### src/rtl/ssr_pkg.sv
package ssr_pkg;
  typedef enum logic {
    RX_IDLE  = 1'b0,
    RX_SHIFT = 1'b1
  } rx_state_e;
endpackage

### src/rtl/ssr_sync.sv
module ssr_sync #(
  parameter int unsigned WIDTH  = 1,
  parameter int unsigned STAGES = 2,
  parameter logic [WIDTH-1:0] RST_VAL = '1
) (
  input  logic             clk_i,
  input  logic             rst_ni,
  input  logic [WIDTH-1:0] d_i,
  output logic [WIDTH-1:0] q_o
);
  logic [WIDTH-1:0] stage_q [STAGES];

  always_ff @(posedge clk_i or negedge rst_ni) begin
    if (!rst_ni) begin
      for (int i = 0; i < STAGES; i++) stage_q[i] <= RST_VAL;
    end else begin
      stage_q[0] <= d_i;
      for (int i = 1; i < STAGES; i++) stage_q[i] <= stage_q[i-1];
    end
  end

  assign q_o = stage_q[STAGES-1];
endmodule

### src/rtl/ssr_edge.sv
module ssr_edge #(
  parameter logic IDLE_LVL = 1'b1
) (
  input  logic clk_i,
  input  logic rst_ni,
  input  logic lvl_i,
  output logic rise_o,
  output logic fall_o
);
  logic prev_q;

  always_ff @(posedge clk_i or negedge rst_ni) begin
    if (!rst_ni) prev_q <= IDLE_LVL;
    else         prev_q <= lvl_i;
  end

  assign rise_o = lvl_i & ~prev_q;
  assign fall_o = ~lvl_i & prev_q;
endmodule

### src/rtl/ssr_deser.sv
module ssr_deser
  import ssr_pkg::*;
#(
  parameter int unsigned LEAD_BITS = 2,
  parameter int unsigned DATA_BITS = 14,
  localparam int unsigned FRAME_BITS = LEAD_BITS + DATA_BITS,
  localparam int unsigned CNT_W = $clog2(FRAME_BITS + 1)
) (
  input  logic                 clk_i,
  input  logic                 rst_ni,
  input  logic                 start_i,
  input  logic                 bit_en_i,
  input  logic                 bit_i,
  output logic [DATA_BITS-1:0] word_o,
  output logic                 valid_o,
  output logic                 err_o,
  output logic                 in_frame_o,
  output logic [CNT_W-1:0]     bit_cnt_o
);
  localparam logic [CNT_W-1:0] LAST_IDX = CNT_W'(FRAME_BITS - 1);
  localparam logic [CNT_W-1:0] LEAD_C   = CNT_W'(LEAD_BITS);

  rx_state_e            state_q;
  logic [CNT_W-1:0]     cnt_q;
  logic [DATA_BITS-1:0] shift_q;
  logic                 lead_bad_q;
  logic [DATA_BITS-1:0] shift_nxt;
  logic                 in_lead;

  assign in_lead   = (cnt_q < LEAD_C);
  assign shift_nxt = {shift_q[DATA_BITS-2:0], bit_i};

  always_ff @(posedge clk_i or negedge rst_ni) begin
    if (!rst_ni) begin
      state_q    <= RX_IDLE;
      cnt_q      <= '0;
      shift_q    <= '0;
      lead_bad_q <= 1'b0;
      word_o     <= '0;
      valid_o    <= 1'b0;
      err_o      <= 1'b0;
    end else begin
      valid_o <= 1'b0;
      if (start_i) begin
        // strobe wins: fresh frame, partial bits dropped
        state_q    <= RX_SHIFT;
        cnt_q      <= '0;
        lead_bad_q <= 1'b0;
      end else if (state_q == RX_SHIFT && bit_en_i) begin
        if (in_lead) lead_bad_q <= lead_bad_q | bit_i;
        else         shift_q    <= shift_nxt;
        if (cnt_q == LAST_IDX) begin
          state_q <= RX_IDLE;
          cnt_q   <= '0;
          word_o  <= shift_nxt;
          valid_o <= 1'b1;
          err_o   <= lead_bad_q | (in_lead & bit_i);
        end else begin
          cnt_q <= cnt_q + 1'b1;
        end
      end
    end
  end

  assign in_frame_o = (state_q == RX_SHIFT);
  assign bit_cnt_o  = cnt_q;
endmodule

### src/rtl/strobed_sample_rx.sv
module strobed_sample_rx #(
  parameter int unsigned LEAD_BITS   = 2,
  parameter int unsigned DATA_BITS   = 14,
  parameter int unsigned SYNC_STAGES = 2
) (
  input  logic                 clk_i,
  input  logic                 rst_ni,
  input  logic                 strobe_i,
  input  logic                 sclk_i,
  input  logic                 sdata_i,
  output logic [DATA_BITS-1:0] word_o,
  output logic                 word_valid_o,
  output logic                 lead_err_o
);
  localparam int unsigned FRAME_BITS = LEAD_BITS + DATA_BITS;
  localparam int unsigned CNT_W      = $clog2(FRAME_BITS + 1);

  logic [2:0]       pins_sync;
  logic             strobe_fall;
  logic             strobe_rise_unused;
  logic             sclk_rise;
  logic             sclk_fall_unused;
  logic             in_frame;
  logic [CNT_W-1:0] bit_cnt;

  // open-drain lines idle high; data idles high as well
  ssr_sync #(.WIDTH(3), .STAGES(SYNC_STAGES), .RST_VAL(3'b111)) u_sync (
    .clk_i (clk_i),
    .rst_ni(rst_ni),
    .d_i   ({strobe_i, sclk_i, sdata_i}),
    .q_o   (pins_sync)
  );

  ssr_edge #(.IDLE_LVL(1'b1)) u_strobe_edge (
    .clk_i (clk_i),
    .rst_ni(rst_ni),
    .lvl_i (pins_sync[2]),
    .rise_o(strobe_rise_unused),
    .fall_o(strobe_fall)
  );

  ssr_edge #(.IDLE_LVL(1'b1)) u_sclk_edge (
    .clk_i (clk_i),
    .rst_ni(rst_ni),
    .lvl_i (pins_sync[1]),
    .rise_o(sclk_rise),
    .fall_o(sclk_fall_unused)
  );

  ssr_deser #(.LEAD_BITS(LEAD_BITS), .DATA_BITS(DATA_BITS)) u_deser (
    .clk_i     (clk_i),
    .rst_ni    (rst_ni),
    .start_i   (strobe_fall),
    .bit_en_i  (sclk_rise),
    .bit_i     (pins_sync[0]),
    .word_o    (word_o),
    .valid_o   (word_valid_o),
    .err_o     (lead_err_o),
    .in_frame_o(in_frame),
    .bit_cnt_o (bit_cnt)
  );
endmodule

### config.mk
export PLATFORM = sky130hd
export DESIGN_NAME = strobed_sample_rx
export DESIGN_NICKNAME = d
export VERILOG_FILES = /design/src/rtl/ssr_pkg.sv /design/src/rtl/ssr_sync.sv /design/src/rtl/ssr_edge.sv /design/src/rtl/ssr_deser.sv /design/src/rtl/strobed_sample_rx.sv
export SDC_FILE = /design/constraint.sdc
export NUM_CORES = 1
export LEC_CHECK = 0
export BUFFER_PORTS_ARGS = -buffer_cell sky130_fd_sc_hd__buf_2
export CORE_ASPECT_RATIO = 0.7
export CORE_MARGIN = 4
export CORE_UTILIZATION = 50
export CTS_CLUSTER_SIZE = 25
export DETAILED_ROUTE_END_ITERATION = 12
export MAX_ROUTING_LAYER = met4
export PLACE_DENSITY = 0.7
export SLEW_MARGIN = 5
export SYNTH_ARGS = -nofsm -noshare
export SYNTH_HDL_FRONTEND = slang
export SYNTH_SLANG_ARGS = --single-unit
### constraint.sdc
create_clock -name clk_i -period 4 [get_ports clk_i]
set_input_delay 0.6 -clock clk_i [delete_from_list [all_inputs] [get_ports clk_i]]
set_output_delay 0.6 -clock clk_i [all_outputs]
set_load 0.01 [all_outputs]
### Word-level counts from Yosys, hierarchy flattened

Cells that the tools add are included.
W data, S select, Z words.

* register bits: 44
* bits in latches: 0
* RAM bits: 0
* ROM bits: 0
* output and inout port bits: 16
* word-level logic and storage cells: 43
* memories: 0

* add/sub/neg operators: 1
* multipliers: 0
* divide/modulo/power cells: 0
* magnitude comparators: 1
* equality and inequality tests: 1
* shift-type cells: 0
* muxes and demuxes: 12
* bitwise operators: 9
* reductions and logical operators: 8

Operator list (number)
* $mux W5: 3
* $mux W1: 9
* $reduce_and A3 Y1: 2
* $reduce_bool A2 Y1: 3
* $add A5 B1 Y5 const B: 1
* $eq A5 B4 Y1 const B: 1
* $lt A5 B2 Y1 const B: 1
* $not A1 Y1: 4
* $reduce_and A2 Y1: 2
* $and A1 B1 Y1: 3
* $or A1 B1 Y1: 2
* $logic_and A1 B1 Y1: 1

### Depth between registers and ports, before layout

Gate-level depths: netlist of the first run.

* depth after elaboration: 5
* depth in mapped cells: 5
* gate-level depth less buffers: 4

### By module

Synthesis of the first run repeated with hierarchy kept, for this count alone.

* cells, all modules: 112
* area total of the unflattened synthesis: 1756.7 sq um

Modules (own cells, without submodules)
* ssr_deser: instances 1, cells each 97, area an instance 1493.9 sq um, seq. area each 900.9 sq um
* ssr_sync: instances 1, cells each 9, area an instance 180.2 sq um, seq. area each 157.7 sq um
* ssr_edge: instances 2, cells each 3, area an instance 41.3 sq um, seq. area each 26.3 sq um

### Worst setup path after synthesis of the first run

No wires, ideal clock.

* path type: reg2reg
* start point: register u_deser.cnt_q[1], in the netlist u_deser.bit_cnt_o[1]
* end point: register u_deser.word_o[10]
* library setup time: 125 ps
* data arrival time: 1617 ps
* data required time: 3875 ps
* slack: 2258 ps
* cell stages (with the launch flop): 6
* path buffers: 1
* period minus slack after synthesis: 1742 ps
* cells stage by stage: dfrtp_1 -> ha_1 -> nand4b_1 -> nor3_4 -> buf_6 -> mux2_2

* longest elaborated chain between the ends: 2

RTL lines
* start: declaration: line ssr_deser.sv:24 `logic [CNT_W-1:0] cnt_q;`
* start signal: assignment: line ssr_deser.sv:59 `cnt_q <= cnt_q + 1'b1;`
* $eq A5 B4 Y1: line ssr_deser.sv:52 `if (cnt_q == LAST_IDX) begin`
* $reduce_and A3 Y1 (no source line)
* end signal: assignment: line ssr_deser.sv:55 `word_o <= shift_nxt;`
* end: declaration: line ssr_deser.sv:14 `output logic [DATA_BITS-1:0] word_o,`

Every way passes these cells.
A chain may end at the register's enable or synchronous reset.

### Final worst setup path of the first run

* start point: register u_sync.stage_q (netlist bit u_sync.q_o[1])
* end point: register u_deser.shift_q[1]

* longest elaborated chain between the ends: 3

RTL lines
* start: declaration: line ssr_sync.sv:11 `logic [WIDTH-1:0] stage_q [STAGES];`
* $and A1 B1 Y1: line ssr_edge.sv:17 `assign rise_o = lvl_i & ~prev_q;`
* $logic_and A1 B1 Y1: line ssr_deser.sv:49 `end else if (state_q == RX_SHIFT && bit_en_i) begin`
* $reduce_and A3 Y1 (no source line)
* end signal: assignment: line ssr_deser.sv:51 `else shift_q <= shift_nxt;`
* end: declaration: line ssr_deser.sv:25 `logic [DATA_BITS-1:0] shift_q;`

Every way passes these cells.

==> results of run 1 <==
power groups by stage:
stage	combinational [uW]	sequential, uW	clock, uW
after CTS	42.5	483	284
after floorplan	28.0	487	0
final	40.6	483	280
after global routing	46.7	486	305
after detailed placement	42.3	492	0
after global placement	40.4	490	0
flip-flops by register name (all words and copies together) (netlist names):
| signal | cells |
|---|---|
| u_sync.stage_q | 3 |
| u_deser.err_o | 1 |
| u_deser.lead_bad_q | 1 |
| u_sclk_edge.prev_q | 1 |
| u_deser.in_frame_o | 1 |
| u_deser.valid_o | 1 |
| u_strobe_edge.prev_q | 1 |
| u_deser.word_o | 14 |
| u_deser.shift_q | 13 |
| u_deser.bit_cnt_o | 5 |
| u_sync.q_o | 3 |
synthesized netlist by cell type:
master,count
and3b_1,1
buf_2,1
dfstp_2,8
mux2_2,26
dfrtp_1,36
nor2_1,5
nor3_4,1
a41oi_1,1
mux2i_1,1
nand3b_1,2
nand3_1,1
buf_6,2
inv_1,1
mux2_1,1
nor3b_1,1
nand2_1,5
nand4b_1,2
nor3_2,1
nor2b_1,1
a21oi_1,3
xor2_1,1
ha_1,1
a31oi_1,1
nor4_1,1
a311oi_1,1
cells by family (layout without fill, tap and decap cells):
group / count (synthesis) / in the layout / share of synthesized area [%]
XOR/XNOR: 1 / 1 / 0.532
flip-flops: 44 / 44 / 67.5
adder cells (fa/ha/maj): 1 / 1 / 0.760
AND/OR/NAND/NOR: 21 / 21 / 7.90
buffers and inverters: 4 / 29 / 1.90
AO/OA/AOI/OAI: 6 / 6 / 2.36
multiplexers: 28 / 28 / 19.1
worst max path at each step:
stage | from | to | slack [ps] | cells after the start
final | u_sync.q_o[1] | u_deser.shift_q[1] | 1840 | 3
after global routing | u_sync.q_o[1] | u_deser.shift_q[9] | 1660 | 3
after CTS | u_sync.q_o[1] | u_deser.shift_q[1] | 1820 | 3
after detailed placement | u_sync.q_o[1] | u_deser.shift_q[1] | 1830 | 3
after global placement | u_sync.q_o[1] | u_deser.shift_q[3] | 1850 | 3
after floorplan | u_deser.bit_cnt_o[1] | u_deser.word_o[10] | 2260 | 5
area by class of cell:
class	instances	area [um^2]	share of cell area (%)
inverters	1	3.75	0.202
repair buffers	20	100	5.39
clock buffers	8	90.1	4.85
multi-input cells	57	504	27.2
well taps	38	47.5	2.56
flip-flops and latches	44	1110	59.8
routing by layer:
metal | GRT usage (%) | vias up | part of all wire (%)
met1 | 17.1 | 439 | 48
met2 | 18.1 | 27 | 45
met4 | 8.01 | 0 | 2.3
met5 | - | - | 0
li1 | - | 418 | -
met3 | 5.02 | 9 | 5.2
stage by stage:
| step | setup slack (ps) | area (um^2) | hold slack [ps] |
|---|---|---|---|
| 2_1_floorplan | 2260 | 1650 | 304 |
| 3_3_place_gp | 1850 | 1770 | 346 |
| 3_5_place_dp | 1830 | 1770 | 347 |
| 4_1_cts | 1820 | 1860 | 358 |
| 5_1_grt | 1660 | 1860 | 366 |
| 6_report | 1840 | 1860 | 357 |
==> results.md, run 1 <==
* Status: completed
* Top Family by Delay on Critical Path: simple AND/OR/NAND/NOR gates
* Final Max Slew Viols at 0
* CTS tree: yes
* CP arrival at 2330 ps
* Commonest non-fill, non-tap cells in the layout: dfrtp_1, mux2_2, buf_2
* Commonest non-fill, non-tap cell in the layout: dfrtp_1
* Gpl congestion at 0.809
* Worst Hold End: u_sync.q_o[1]
* Layout area overhead at 12.8%
* Final std cells w/o fill at between 150 and 200
* Tcrit/Tclk final at 53.9%
* Share of layout cells above drive strength 1 at between 40% and 50%
* Overflow after GRT at 0
* Combinational fraction of design power at 5.1%
* Pint at around 630 uW
* Final setup viols at 0
* # rows at 17
* Post-CTS setup buffer count at 0
* CTS Buffer Depth at 2
* Final hold viol count at 0
* GRT Overall Usage at a little over an eighth
* Initial Util at 52.3%
* Pin count of the biggest net entering global routing at 45
* Hold Path Depth at 0
* Wire per inst at roughly 15 um
* Die ar. at 4290 um^2
* # DRC at 0
* Worst-case vdd ir drop at 247 uV
* 1st-iter DRT viols at 19
* First-pass GRT wire length at 4.28 mm
* Fill cell count at 258
* Leakage at 0.000938 uW
* Num Clock Sinks at between 40 and 50
* Hold Path Origin: u_sync.stage_q[4]
* Drt via density at 5.32
* Unrepaired setup endpoints after global routing: false
* Syn Nets at 111
* R2R depth at 3
* Placeable Area at about 3100 um^2
* Synth Cell Area at 1650 um^2
* Reg2reg start: u_sync.q_o[1]
* Clock Skews at 5.20 ps
* Crit Path Class: reg2reg
* Synthesized flop and latch total at 44
* Port Buffer Count at 20
* Post-Route WL at 2.45 mm
* Num CTS Buffers at 5
* Mapped Cells at around 110
* Gates resized, CTS repair at 0
* Fmax at 464 MHz
* Post-synth top area share at 54.7%
* CP peak stage delay at 870 ps
* Flop-to-flop setup slack at 1840 ps
* Syn. warnings at 0
* CP Max Fanout at 13
* PD cells at about 430 nW/um^2
* Yosys cell types at 25
* Diode count at 0
* Crit end category: register
* Post-DP HPWL at ~1.7 mm
* NumNets Final at 135
* Max-Cap Viols at 0
* IO Count at 21
* Startpoint types: register
* Die Ht at ~56 um
* Reg power frac at 60.2%
* Slew HR at between 30% and 40%
* Synth top area cells: dfrtp_1, mux2_2, dfstp_2
* Syn_area_per_cell at between 15 and 20 um^2
* Reg-to-reg endpoint: u_deser.shift_q[1]
* Psw at between 150 and 200 uW
* CTS clk-pin slew, worst paths at around 70 ps
* Post-layout util at 59.0%
* Die W at between 70 and 80 um
* Clk_lat worst skew at about 290 ps
* Antenna-violating nets left at 0
* Vias at 893
* Root Buffer: clkbuf_8
* Sw frac at 22.0%
* Htree depth at 2
* Placed cells at 160
* Number of global-route vias before repair at between 900 and 1000
* Pre-Repair DR Iteration Count at 4
* CP bufs+invs at 0
* Slowest CP cell: nor3_2
* Synth area leader: dfrtp_1
* Pwr Total at 803 uW
* HP Class: reg2reg
* Crit path cell chain: nand3b_1 -> nor3_2 -> mux2_2
* Fin crit period at 2160 ps
* Hold buffers post-CTS at 0
* Power share of the clock group at 34.8%
* Sequential area share after synthesis at 67.5%
* Worst path required time at 4180 ps
* Antenna violations before repair at 0
* Worst-margin pin slew at 999 ps
* Final TNS setup at 0 ps
No activity file was read; power rests on OpenSTA's default activity.
==> run 2: changes to the inputs <==
--- a/config.mk
+++ b/config.mk
@@ -12,7 +12,7 @@
 export CTS_CLUSTER_SIZE = 25
 export DETAILED_ROUTE_END_ITERATION = 12
 export MAX_ROUTING_LAYER = met4
-export PLACE_DENSITY = 0.7
+export PLACE_DENSITY = 0.73
 export SLEW_MARGIN = 5
 export SYNTH_ARGS = -nofsm -noshare
 export SYNTH_HDL_FRONTEND = slang
==> constraint.sdc (replaced) <==
create_clock -name clk_i -period 1.9 [get_ports clk_i]
set_input_delay 0.285 -clock clk_i [delete_from_list [all_inputs] [get_ports clk_i]]
set_output_delay 0.285 -clock clk_i [all_outputs]
set_load 0.01 [all_outputs]
==> results.md, run 2 (synthesized netlist as in run 1, its figures left out) <==
* CP peak stage delay at 430 ps
* Root Buffer: clkbuf_8
* Final Max Slew Viols at 0
* Num Clock Sinks at 44
* Placeable Area at 3150 um^2
* Initial Util at between 50% and 60%
* Startpoint types: register
* Slew HR at 65.2%
* Wire per inst at 14.4 um
* Clock Skews at ~3.8 ps
* Worst-case vdd ir drop at 580 uV
* # rows at 17
* CTS clk-pin slew, worst paths at 80 ps
* Leakage at ~0.001 uW
* Final hold viol count at 0
* Setup Slack @ Placement at 157 ps
* Gpl congestion at 0.734
* Clk_lat worst skew at 290 ps
* Reg power frac at 54.4%
* CP arrival at approximately 1900 ps
* HP Class: in2async
* Diode count at 0
* Num CTS Buffers at 5
* DRT met1 WL at 1.22 mm
* Fmax at 572 MHz
* Sw frac at 20.3%
* Max reg flops at 14
* Die ar. at roughly 4300 um^2
* Gates resized, CTS repair at 0
* First-pass GRT wire length at 4.16 mm
* Port Buffer Count at 20
* Post-Route WL at 2.50 mm
* Crit end category: register
* Max-Cap Viols at 0
* Commonest non-fill, non-tap cells in the layout: dfrtp_1, mux2_2, buf_2
* Hold buffers post-CTS at 0
* Unrepaired setup endpoints after global routing: false
* Slowest CP cell: dfrtp_1
* Overflow after GRT at 0
* Commonest non-fill, non-tap cell in the layout: dfrtp_1
* IO Count at 21
* Pwr Total at approximately 1900 uW
* Layout area overhead at 18.0%
* GRT Overall Usage at 12.9%
* Drt via density at 5.35
* Htree depth at 2
* CP Max Fanout at 17
* Die W at 76.6 um
* Pin count of the biggest net entering global routing at 45
* Psw at 381 uW
* Top Family by Delay on Critical Path: simple AND/OR/NAND/NOR gates
* CTS Buffer Depth at 2
* 1st-iter DRT viols at 29
* Wire length on met2 at 1.09 mm
* Post-DP HPWL at 1.67 mm
* Antenna violations before repair at 0
* Crit path cell chain: ha_1 -> nand4b_1 -> nor3_4 -> buf_12 -> mux2_2
* Post-layout util at 61.7%
* Die Ht at 56.0 um
* Crit Path Class: reg2reg
* Number of global-route vias before repair at 930
* Vias at 926
* Fin crit period at 1750 ps
* NumNets Final at between 100 and 150
* Fill cell count at around 240
* Worst-margin pin slew at approximately 520 ps
* Pint at 1490 uW
* Worst path required time at 2080 ps
* Post-CTS setup buffer count at 0
* CP bufs+invs at 1
* Power share of the clock group at 40.6%
* Combinational fraction of design power at 5.0%
* Largest Register: u_deser.word_o
* Top Layer Used: met4
* # DRC at 0
* Antenna-violating nets left at 0
* Final setup viols at 0
* Wire length on met3 at 130 um
* Share of layout cells above drive strength 1 at approximately half
* CTS tree: yes
* Status: completed
* Setup ws final at roughly 150 ps
* PD cells at 966 nW/um^2
* Hold WS at between 40 and 50 ps
* Pre-Repair DR Iteration Count at 4
* Final TNS setup at 0 ps
* Tcrit/Tclk final at 92.1%
==> run 2: metrics by stage <==
step	area (um^2)	instances
4_1_cts	1940	173
5_1_grt	1940	173
3_5_place_dp	1820	165
6_report	1940	173
3_3_place_gp	1820	165
2_1_floorplan	1650	105
==> run 2: power groups by stage <==
stage / Clock, uW / Combinational, uW / Sequential [uW]
floorplan: 0 / 59.0 / 1020
global placement: 0 / 92.6 / 1040
detailed placement: 0 / 95.6 / 1040
CTS: 777 / 96.1 / 1020
global route: 812 / 106 / 1030
finish: 761 / 94.1 / 1020
==> run 2: final cells by class <==
| type | count | area (um^2) | area share (%) |
|---|---|---|---|
| clock buffers | 7 | 96.3 | 4.96 |
| clock inverters | 1 | 30.0 | 1.55 |
| inverters | 1 | 3.75 | 0.193 |
| multi-input cells | 57 | 504 | 25.9 |
| flip-flops and latches | 44 | 1110 | 57.2 |
| well taps | 38 | 47.5 | 2.45 |
| repair buffers | 25 | 150 | 7.73 |
==> run 2: worst paths after layout <==
kind	start	slack, ps	cells past startpoint	end
setup / recovery	u_deser.bit_cnt_o[1]	150	5	u_deser.word_o[7]
hold / removal	rst_ni	50	2	u_deser.word_o[0]
min in group clk_i	sclk_i	80	1	u_sync.stage_q[4]
setup reg to reg	u_deser.bit_cnt_o[1]	150	5	u_deser.word_o[7]
max in group asynchronous	rst_ni	1490	2	u_sclk_edge.prev_q
hold reg to reg	u_sync.stage_q[4]	360	0	u_sync.q_o[1]
==> run 2: worst register-to-register path, stage by stage, from the launching register on <==
cell and delay (ps):
dfrtp_1 430, ha_1 200, nand4b_1 210, nor3_4 270, buf_12 180, mux2_2 340
==> run 2: per-layer routing <==
metal / GRT usage, % / vias to the layer above
met5: - / -
met4: 5.43 / 0
met3: 4.21 / 8
met2: 19.1 / 22
met1: 16.3 / 470
li1: - / 426
